File: src/rtl/bcb_pkg.sv
package bcb_pkg;

  localparam int WORD_W = 32;
  localparam int SIG_W = 20;
  localparam logic [SIG_W-1:0] SIGNATURE = 20'hABCDE;
  localparam int NOMINAL_W = 7;

  typedef enum logic [1:0] {
    ST_IDLE,
    ST_SAMPLE,
    ST_AVERAGE,
    ST_CONVERT
  } bcbState_t;

  typedef struct packed {
    logic accept;       // request taken: capture base, clear valid
    logic loadDirect;   // stored count goes straight to count register
    logic clearAcc;     // start of fallback accumulation
    logic addSample;    // add one live sample
    logic takeAverage;  // count <= accumulator / samples
    logic writeResult;  // register band outputs, pulse done
  } bcbStrobes_t;

endpackage

File: src/rtl/bcb_band_map.sv
module bcb_band_map #(
  parameter int IN_W = 16,
  parameter int LIMIT_1 = 40,
  parameter int LIMIT_2 = 45,
  parameter int LIMIT_3 = 55,
  parameter int NOM_0 = 33,
  parameter int NOM_1 = 40,
  parameter int NOM_2 = 50,
  parameter int NOM_3 = 66
) (
  input  logic [IN_W-1:0]                freqMhz,
  output logic [1:0]                     bandSlot,
  output logic [bcb_pkg::NOMINAL_W-1:0]  bandNominal
);
  import bcb_pkg::*;

  always_comb begin
    if (freqMhz < IN_W'(LIMIT_1)) begin
      bandSlot = 2'd0;
      bandNominal = NOMINAL_W'(NOM_0);
    end else if (freqMhz < IN_W'(LIMIT_2)) begin
      bandSlot = 2'd1;
      bandNominal = NOMINAL_W'(NOM_1);
    end else if (freqMhz < IN_W'(LIMIT_3)) begin
      bandSlot = 2'd2;
      bandNominal = NOMINAL_W'(NOM_2);
    end else begin
      bandSlot = 2'd3;
      bandNominal = NOMINAL_W'(NOM_3);
    end
  end

endmodule

File: src/rtl/bcb_control.sv
module bcb_control #(
  parameter int SAMPLES_LOG2 = 7,
  parameter int SAMPLE_INTERVAL = 750
) (
  input  logic                 clk,
  input  logic                 rst_n,
  input  logic                 start,
  input  logic                 sigOk,
  output bcb_pkg::bcbStrobes_t strobes,
  output logic                 busy
);
  import bcb_pkg::*;

  localparam int NUM_SAMPLES = 1 << SAMPLES_LOG2;
  localparam int TIMER_W = $clog2(SAMPLE_INTERVAL + 1);
  localparam int CNT_W = SAMPLES_LOG2 + 1;
  localparam logic [TIMER_W-1:0] TIMER_LAST = TIMER_W'(SAMPLE_INTERVAL - 1);
  localparam logic [CNT_W-1:0] CNT_LAST = CNT_W'(NUM_SAMPLES - 1);

  bcbState_t state, stateNext;
  logic [TIMER_W-1:0] timer;
  logic [CNT_W-1:0] sampleCnt;
  logic tick;

  assign tick = (state == ST_SAMPLE) && (timer == TIMER_LAST);
  assign busy = (state != ST_IDLE);

  always_comb begin
    strobes = '0;
    stateNext = state;
    unique case (state)
      ST_IDLE: begin
        if (start) begin
          strobes.accept = 1'b1;
          if (sigOk) begin
            strobes.loadDirect = 1'b1;
            stateNext = ST_CONVERT;
          end else begin
            strobes.clearAcc = 1'b1;
            stateNext = ST_SAMPLE;
          end
        end
      end
      ST_SAMPLE: begin
        if (tick) begin
          strobes.addSample = 1'b1;
          if (sampleCnt == CNT_LAST) stateNext = ST_AVERAGE;
        end
      end
      ST_AVERAGE: begin
        strobes.takeAverage = 1'b1;
        stateNext = ST_CONVERT;
      end
      ST_CONVERT: begin
        strobes.writeResult = 1'b1;
        stateNext = ST_IDLE;
      end
      default: stateNext = ST_IDLE;
    endcase
  end

  always_ff @(posedge clk or negedge rst_n) begin
    if (!rst_n) begin
      state <= ST_IDLE;
      timer <= '0;
      sampleCnt <= '0;
    end else begin
      state <= stateNext;
      if (strobes.clearAcc) begin
        timer <= '0;
        sampleCnt <= '0;
      end else if (state == ST_SAMPLE) begin
        if (tick) begin
          timer <= '0;
          sampleCnt <= sampleCnt + 1'b1;
        end else begin
          timer <= timer + 1'b1;
        end
      end
    end
  end

  // the sample timer never passes its interval
  assert_timer_bound_R3: assert property (@(posedge clk) disable iff (!rst_n)
    (state == ST_SAMPLE) |-> (timer < TIMER_W'(SAMPLE_INTERVAL)));

  // exactly the configured number of samples, never more
  assert_sample_count_R3: assert property (@(posedge clk) disable iff (!rst_n)
    (state == ST_AVERAGE) |-> (sampleCnt == CNT_W'(NUM_SAMPLES)));

  // a start while busy never re-enters acceptance
  assert_busy_start_ignored_R8: assert property (@(posedge clk) disable iff (!rst_n)
    (busy && start && state != ST_CONVERT) |=> busy);

endmodule

File: src/rtl/bcb_datapath.sv
module bcb_datapath #(
  parameter int COUNT_W = 9,
  parameter int SAMPLES_LOG2 = 7,
  parameter int LIVE_W = 16,
  parameter int BASE_0 = 48,
  parameter int BASE_1 = 55,
  parameter int BASE_2 = 66,
  parameter int DIVISOR = 192
) (
  input  logic                              clk,
  input  logic                              rst_n,
  input  bcb_pkg::bcbStrobes_t              strobes,
  input  logic [bcb_pkg::WORD_W-1:0]        storedWord,
  input  logic [LIVE_W-1:0]                 liveWord,
  input  logic [1:0]                        baseSel,
  output logic                              sigOk,
  output logic [1:0]                        slot,
  output logic [bcb_pkg::NOMINAL_W-1:0]     nominalMhz,
  output logic                              bandValid,
  output logic                              done
);
  import bcb_pkg::*;

  localparam int ACC_W = COUNT_W + SAMPLES_LOG2;
  localparam int BASE_W = 7;
  localparam int PROD_W = COUNT_W + BASE_W;

  logic [ACC_W-1:0] acc;
  logic [COUNT_W-1:0] countReg;
  logic [BASE_W-1:0] baseReg, baseNext;
  logic [PROD_W-1:0] product, freqMhz;
  logic [1:0] mapSlot;
  logic [NOMINAL_W-1:0] mapNominal;
  logic unusedLiveBits, unusedStoredBits;

  assign unusedLiveBits = ^liveWord[LIVE_W-1:COUNT_W];
  assign unusedStoredBits = ^storedWord[WORD_W-SIG_W-1:COUNT_W];

  assign sigOk = (storedWord[WORD_W-1 -: SIG_W] == SIGNATURE);

  always_comb begin
    unique case (baseSel)
      2'd0: baseNext = BASE_W'(BASE_0);
      2'd1: baseNext = BASE_W'(BASE_1);
      default: baseNext = BASE_W'(BASE_2);
    endcase
  end

  assign product = PROD_W'(countReg) * PROD_W'(baseReg);
  assign freqMhz = product / PROD_W'(DIVISOR);

  bcb_band_map #(.IN_W(PROD_W)) u_bandMap (
    .freqMhz(freqMhz),
    .bandSlot(mapSlot),
    .bandNominal(mapNominal)
  );

  always_ff @(posedge clk or negedge rst_n) begin
    if (!rst_n) begin
      acc <= '0;
      countReg <= '0;
      baseReg <= '0;
      slot <= '0;
      nominalMhz <= '0;
      bandValid <= 1'b0;
      done <= 1'b0;
    end else begin
      done <= strobes.writeResult;
      if (strobes.accept) begin
        baseReg <= baseNext;
        bandValid <= 1'b0;
      end
      if (strobes.loadDirect) countReg <= storedWord[COUNT_W-1:0];
      if (strobes.clearAcc) acc <= '0;
      else if (strobes.addSample) acc <= acc + ACC_W'(liveWord[COUNT_W-1:0]);
      if (strobes.takeAverage) countReg <= acc[ACC_W-1 -: COUNT_W];
      if (strobes.writeResult) begin
        slot <= mapSlot;
        nominalMhz <= mapNominal;
        bandValid <= 1'b1;
      end
    end
  end

  // accumulation never wraps around
  assert_acc_no_wrap_R3: assert property (@(posedge clk) disable iff (!rst_n)
    strobes.addSample |=> (acc >= $past(acc)));

  // done lasts one cycle
  assert_done_pulse_R7: assert property (@(posedge clk) disable iff (!rst_n)
    done |=> !done);

  // done comes with a valid result
  assert_done_valid_R7: assert property (@(posedge clk) disable iff (!rst_n)
    done |-> bandValid);

  // registered slot and nominal agree
  assert_slot_nominal_R6: assert property (@(posedge clk) disable iff (!rst_n)
    bandValid |-> ((slot == 2'd0 && nominalMhz == 7'd33) || (slot == 2'd1 && nominalMhz == 7'd40) ||
                   (slot == 2'd2 && nominalMhz == 7'd50) || (slot == 2'd3 && nominalMhz == 7'd66)));

endmodule

File: src/rtl/bus_clock_band.sv
module bus_clock_band #(
  parameter int COUNT_W = 9,
  parameter int SAMPLES_LOG2 = 7,
  parameter int SAMPLE_INTERVAL = 750,
  parameter int LIVE_W = 16,
  parameter int BASE_0 = 48,
  parameter int BASE_1 = 55,
  parameter int BASE_2 = 66
) (
  input  logic                 clk,
  input  logic                 rst_n,
  input  logic                 start,
  input  logic [31:0]          storedWord,
  input  logic [LIVE_W-1:0]    liveWord,
  input  logic [1:0]           baseSel,
  output logic [1:0]           slot,
  output logic [6:0]           nominalMhz,
  output logic                 bandValid,
  output logic                 done
);
  import bcb_pkg::*;

  bcbStrobes_t strobes;
  logic sigOk;
  logic busy;

  bcb_control #(
    .SAMPLES_LOG2(SAMPLES_LOG2),
    .SAMPLE_INTERVAL(SAMPLE_INTERVAL)
  ) u_control (
    .clk(clk),
    .rst_n(rst_n),
    .start(start),
    .sigOk(sigOk),
    .strobes(strobes),
    .busy(busy)
  );

  bcb_datapath #(
    .COUNT_W(COUNT_W),
    .SAMPLES_LOG2(SAMPLES_LOG2),
    .LIVE_W(LIVE_W),
    .BASE_0(BASE_0),
    .BASE_1(BASE_1),
    .BASE_2(BASE_2)
  ) u_datapath (
    .clk(clk),
    .rst_n(rst_n),
    .strobes(strobes),
    .storedWord(storedWord),
    .liveWord(liveWord),
    .baseSel(baseSel),
    .sigOk(sigOk),
    .slot(slot),
    .nominalMhz(nominalMhz),
    .bandValid(bandValid),
    .done(done)
  );

  // signature path completes one cycle after acceptance
  assert_direct_latency_R2: assert property (@(posedge clk) disable iff (!rst_n)
    (start && !busy && sigOk) |=> ##1 done);

  // no valid result is shown while a measurement runs
  assert_valid_low_busy_R7: assert property (@(posedge clk) disable iff (!rst_n)
    busy |-> !bandValid);

endmodule

File: config.mk
export PLATFORM = sky130hd
export DESIGN_NAME = bus_clock_band
export DESIGN_NICKNAME = d
export VERILOG_FILES = /design/src/rtl/bcb_pkg.sv /design/src/rtl/bcb_band_map.sv /design/src/rtl/bcb_control.sv /design/src/rtl/bcb_datapath.sv /design/src/rtl/bus_clock_band.sv
export SDC_FILE = /design/constraint.sdc
export NUM_CORES = 1
export LEC_CHECK = 0
export ABC_CLOCK_PERIOD_IN_PS = 8300
export BUFFER_PORTS_ARGS = -buffer_cell sky130_fd_sc_hd__buf_2
export CORE_MARGIN = 1
export CORE_UTILIZATION = 30
export CTS_CLUSTER_SIZE = 14
export DETAILED_ROUTE_END_ITERATION = 7
export HOLD_SLACK_MARGIN = 0.03
export PLACE_DENSITY_LB_ADDON = 0.3
export SETUP_SLACK_MARGIN = 0.2
export SYNTH_ARGS = -nofsm -noshare
export SYNTH_HDL_FRONTEND = slang
export SYNTH_HIERARCHICAL = 1
export SYNTH_SLANG_ARGS = --single-unit
File: constraint.sdc
create_clock -name clk -period 8.3 [get_ports clk]
set_input_delay 2.49 -clock clk [delete_from_list [all_inputs] [get_ports clk]]
set_output_delay 2.49 -clock clk [all_outputs]
set_load 0.03 [all_outputs]
Yosys cells after proc, flatten, opt, wreduce, memory -nomap -nowiden

Cells that the tools add are included.

Bits in writable memories: 0
Memories kept: 0
Register bits: 63
Bits in latches: 0
Bits in read-only memories: 0

Add/sub/neg operators: 3
Equality and inequality tests: 10
Multiply operators: 1
Shift operators: 0
Reduce and logical (&&, ||, !) cells: 10
Muxes and demuxes: 32
Bitwise operators: 0
Magnitude comparators: 3
Div/mod/pow operators: 1

Operator list:

| cell                                                                   | number |
|---|---|
| 16-bit by 6-bit < comparator with 1-bit output (second input constant) | 3 |
| 16-bit 2-to-1 mux                                                      | 2 |
| 10-bit 2-to-1 mux                                                      | 3 |
| 8-bit 2-to-1 mux                                                       | 3 |
| 7-bit 2-to-1 mux                                                       | 3 |
| 20-bit equality test (second input constant)                           | 1 |
| 9-bit 2-to-1 mux                                                       | 2 |
| 16-bit by 9-bit adder with 16-bit output                               | 1 |
| 16-bit by 8-bit divider with 16-bit output (second input constant)     | 1 |
| 9-bit by 7-bit multiplier with 16-bit output                           | 1 |
| 7-bit case mux with 2 select lines                                     | 1 |
| 2-bit 2-to-1 mux                                                       | 6 |
| 10-bit by 1-bit adder with 10-bit output (second input constant)       | 1 |
| 10-bit equality test (second input constant)                           | 1 |
| 2-bit nonzero test                                                     | 5 |
| 1-bit 2-to-1 mux                                                       | 9 |
| 8-bit by 1-bit adder with 8-bit output (second input constant)         | 1 |
| 8-bit by 7-bit equality test with 1-bit output (second input constant) | 1 |
| 2-bit case mux with 4 select lines                                     | 1 |
| 3-bit 2-to-1 mux                                                       | 2 |
| 2-bit by 1-bit equality test with 1-bit output (second input constant) | 2 |
| 2-bit equality test (second input constant)                            | 2 |
| 2-bit zero test                                                        | 2 |
| 2-bit != test (second input constant)                                  | 2 |
| other kinds (4)                                                        | 4 |

Depth between registers and ports, before layout

Depth in word-level cells: 6
Mapped depth: 29
Depth with buffers taken out: 26

By module

Netlist, hierarchy kept.

By module, submodules not included:

| module       | times used | sequential area each (µm²) | cells an instance | area an instance (µm²) |
|---|---|---|---|---|
| bcb_datapath | 1          | 1001.0                     | 505               | 4605.7 |
| bcb_control  | 1          | 500.5                      | 134               | 1270.0 |
| bcb_band_map | 1          | 0.0                        | 22                | 142.6 |

Least setup slack after synthesis

OpenSTA, ideal clock, no wires.

Path kind: register to register
Start point: reg u_datapath.baseReg[5]
End point: reg u_datapath.slot[0]
Data required time: 8175 ps
Stages on the path, launching flop included: 26
Path slack: 1899 ps
Period minus slack after synthesis: 6401 ps
Arrival time: 6276 ps
Cells stage by stage: dfrtp_1 clkbuf_1 and2_1 fa_1 fa_1 fa_1 inv_1 fa_1 inv_1 ha_1 nor3_1 o21bai_1 and3_1 or3_1 buf_2 nor4_1 o21ai_0 a31oi_1 a221oi_4 or2b_2 a22oi_2 nor3_2 a31oi_1 o2111a_2 nand2_1 mux2_2

Longest elaborated chain between the ends: 6
Elaborated cells on any way between the ends: 8
Those cells by class: mul: 1; div: 1; order compare: 3; mux: 3

Ends and longest elaborated chain:

| item                                           | RTL line           | RTL |
|---|---|---|
| start, declared                                | bcb_datapath.sv:30 | `logic [BASE_W-1:0] baseReg, baseNext;` |
| start signal, assigned                         | bcb_datapath.sv:70 | `baseReg <= baseNext;` |
| 9-bit by 7-bit multiplier with 16-bit output * | bcb_datapath.sv:49 | `assign product = PROD_W'(countReg) * PROD_W'(baseReg);` |
| 16-bit by 8-bit divider with 16-bit output *   | bcb_datapath.sv:50 | `assign freqMhz = product / PROD_W'(DIVISOR);` |
| via u_datapath.freqMhz[1]                      | bcb_datapath.sv:31 | `logic [PROD_W-1:0] product, freqMhz;` |
| 16-bit by 6-bit < comparator with 1-bit output | bcb_band_map.sv:24 | `end else if (freqMhz < IN_W'(LIMIT_3)) begin` |
| 1-bit 2-to-1 mux                               | bcb_band_map.sv:24 |  |
| 2-bit 2-to-1 mux                               | bcb_band_map.sv:21 | `end else if (freqMhz < IN_W'(LIMIT_2)) begin` |
| 2-bit 2-to-1 mux *                             | bcb_band_map.sv:18 | `if (freqMhz < IN_W'(LIMIT_1)) begin` |
| via u_datapath.mapSlot[0]                      | bcb_datapath.sv:32 | `logic [1:0] mapSlot;` |
| end signal, assigned                           | bcb_datapath.sv:78 | `slot <= mapSlot;` |
| end, declared                                  | bcb_datapath.sv:17 | `output logic [1:0] slot,` |

Mark *: on every way through the listed nets, which the timed path passes. The rest lies on a longest branch.
A chain may end at the register's enable or synchronous reset.

Worst setup path after layout

Same ends and word-level chain as after synthesis.

==> flow_summary.yaml <==
sta:
  period_needed_ps: 7050
  achievable-frequency_mhz: 142
  fin_worst_hold_slack_ps: 475
  fin_crit_sh_pct: 84.9
  setup_viol_count_final: 0
  rsz_0062_raised_after_global_routing: "false"
  relSlewSlack_pct: 43.4
  final-max-slew-violation-count: 0
  final_hold_viol_count: 0
  tightestPinTransition_ps: 847
  fin_setup_tns_ps: 0
  fin_ws_ps: 1250
  timing.clock.skew_ps: 6.39
placement:
  place_hpwl_um: 9580
  numPortBuffers: 53
  gp_congestion: 0.782
  detailedPlace.worstSlack_ps: 1300
  dpl.cell_count: 959
grt:
  grt_remaining_overflow: 0
  first_global_vias: 4583
  initial_antenna_violation_count: 0
  pin_count_of_the_biggest_net_entering_global_routing: 61
  grt_pass1_wl_um: 21700
  grt_use_total_pct: 13.0
detailed_routing:
  drt_iter0_drc: 211
  route.final.wire_length_um: 12500
  vias: 4662
  post_drt_wl_per_cell_um: 12.8
  drt_pass1_iterations: 4
  postRouteAntennaNets: 0
  drc_errors: 0
  via_to_cell_ratio: 4.78
power:
  max-vdd-ir-drop_v: 0.0000877
  power.static_leakage_nw: 3.23
  power_density_nw_per_um2: 106
worst_setup_path:
  crit_path_max_fanout: 10
  crit_required_ps: 8520
  timing.critical_path.from: "u_datapath/baseReg[5]"
  cpPeakStageDelay_ps: 560
  crit_arrival_ps: 7260
  r2r_cells: 25
  rr_endpoint: "u_datapath/slot[0]"
  criticalPathCategory: "reg -> reg"
  r2r-start: "u_datapath/baseReg[5]"
  r2r_setup_slack_ps: 1250
  start_kind: "register"
  cp_slowest_cell: "xor2_1"
  worstSetupEndpoint: "u_datapath/slot[0]"
  crit_path_frequent_cell: "inv_1"
  critPathCaptureType: "register"
layout:
  drive_gt1_share_pct: 15.5
  fin_nets: 843
  postLayoutCoreUtil_pct: 35.0
  num_antenna_cells: 0
  syn_to_final_growth_pct: 13.7
  finish.cell_count_without_fillers: 975
  nFillCells: 2078
  ff_latch_area_um2: 1500
  multi_input_area_um2: 4200
clock_tree:
  cts_hold_buf: 0
  source_to_sink_clock_delay_at_the_later_pin_of_the_worst_skew_pair_ps: 330
  tritoncts: "done"
  tritoncts_num_sinks: 60
  clk_pin_slew_worst_paths_ps: 60
  cts_inserted_buffers: 9
  clock_tree.root_cell: "clkbuf_16"
  cts.htree.levels: 3
  cts_setup_buffers: 0
  post_cts.resized_instances: 0
  cts_max_path_buffers: 2
synth:
  post_synth.cell_area_avg_um2: 9.11
  summed_instance_area_of_the_synthesized_netlist_um2: 6010
  synthesis.yosys.warnings: 6
  synthesis.instances: 660
run_status:
  run_status: "finished clean"
min_path:
  hold_path.class: "reg -> reg"
floorplan:
  floorplan.core_area_um2: 19500
  std_cell_rows: 51
  floorplan.initialDensity_pct: 30.8
  die_height_um: 144
  die_area_um2: 20600
  io_pins: 64
  die_w_um: 144
flow_run:
  cap_viol_max_count: 0
per-layer routing:
metal  global-route usage, %  part of all wire, %  vias to the layer above
li1                        -                    -                     2414
met4                    4.31                  1.5                        0
met2                    21.9                   47                       50
met3                    2.03                  2.5                       15
met5                       0                    0                        -
met1                    16.9                   49                     2183
worst max-delay path: cells and delay by family (launching register included):
family | cells | cell delay (ps)
fa+ha+maj | 5 | 2140
xor+xnor | 2 | 700
mux | 1 | 270
compound gates | 10 | 2650
flops | 1 | 470
buf+inv | 4 | 190
simple gates | 3 | 500
where the power goes:
group,internal (mW),switching (mW)
clock,0.270,0.136
combinational,0.0125,0.0142
sequential,0.293,0
cell usage in the layout, fill, tap and decap left out, drive strengths merged, types with 4 or more instances in the layout:
cell / instances
nor3: 9
and2: 30
o211ai: 7
nand4: 11
a21o: 8
mux2i: 25
nor4: 8
nor2b: 4
nand2b: 6
mux2: 10
nand2: 48
a21oi: 32
conb: 8
o21bai: 7
o2111ai: 4
nand3b: 4
ha: 60
xor2: 19
a221oi: 5
nand3: 18
dfrtp: 60
fa: 25
or3: 4
o21ai: 30
a211oi: 5
buf: 56
nor2: 52
xnor2: 19
and3: 7
clkbuf: 10
o31ai: 5
inv: 52
a22oi: 4
how the worst min path moves through the flow:
stage          depth (start not counted)            startpoint  slack, ps                     end
2_1_floorplan                          2    u_datapath/acc[15]        470  u_datapath/countReg[8]
3_3_place_gp                           1  u_datapath/bandValid        460    u_datapath/bandValid
3_5_place_dp                           1  u_datapath/bandValid        470    u_datapath/bandValid
4_1_cts                                1  u_datapath/bandValid        480    u_datapath/bandValid
5_1_grt                                1  u_datapath/bandValid        510    u_datapath/bandValid
6_report                               1  u_datapath/bandValid        480    u_datapath/bandValid
sequential cells by signal (all words and copies together) (netlist names):
signal	count
u_control/sampleCnt	8
u_control/state	2
u_control/timer	10
u_datapath/acc	16
u_datapath/bandValid	1
u_datapath/baseReg	4
u_datapath/countReg	9
u_datapath/done	1
u_datapath/nominalMhz	7
u_datapath/slot	2
layout make-up:
class	instances	share of cell area, %
clock buffer	10	3.49
inverter	52	2.85
tap	265	4.85
sequential	60	22.0
multi-input combinational	526	61.4
timing repair buffer	56	4.21
clock inverter	6	1.28
through the flow:
stage          total power [mW]  cell area [um2]
2_1_floorplan             0.308             6040
6_report                  0.725             6840
5_1_grt                   0.753             6840
3_3_place_gp              0.325             6510
3_5_place_dp              0.325             6510
4_1_cts                   0.739             6840
Note: power is estimated with default switching activity, not from simulation.
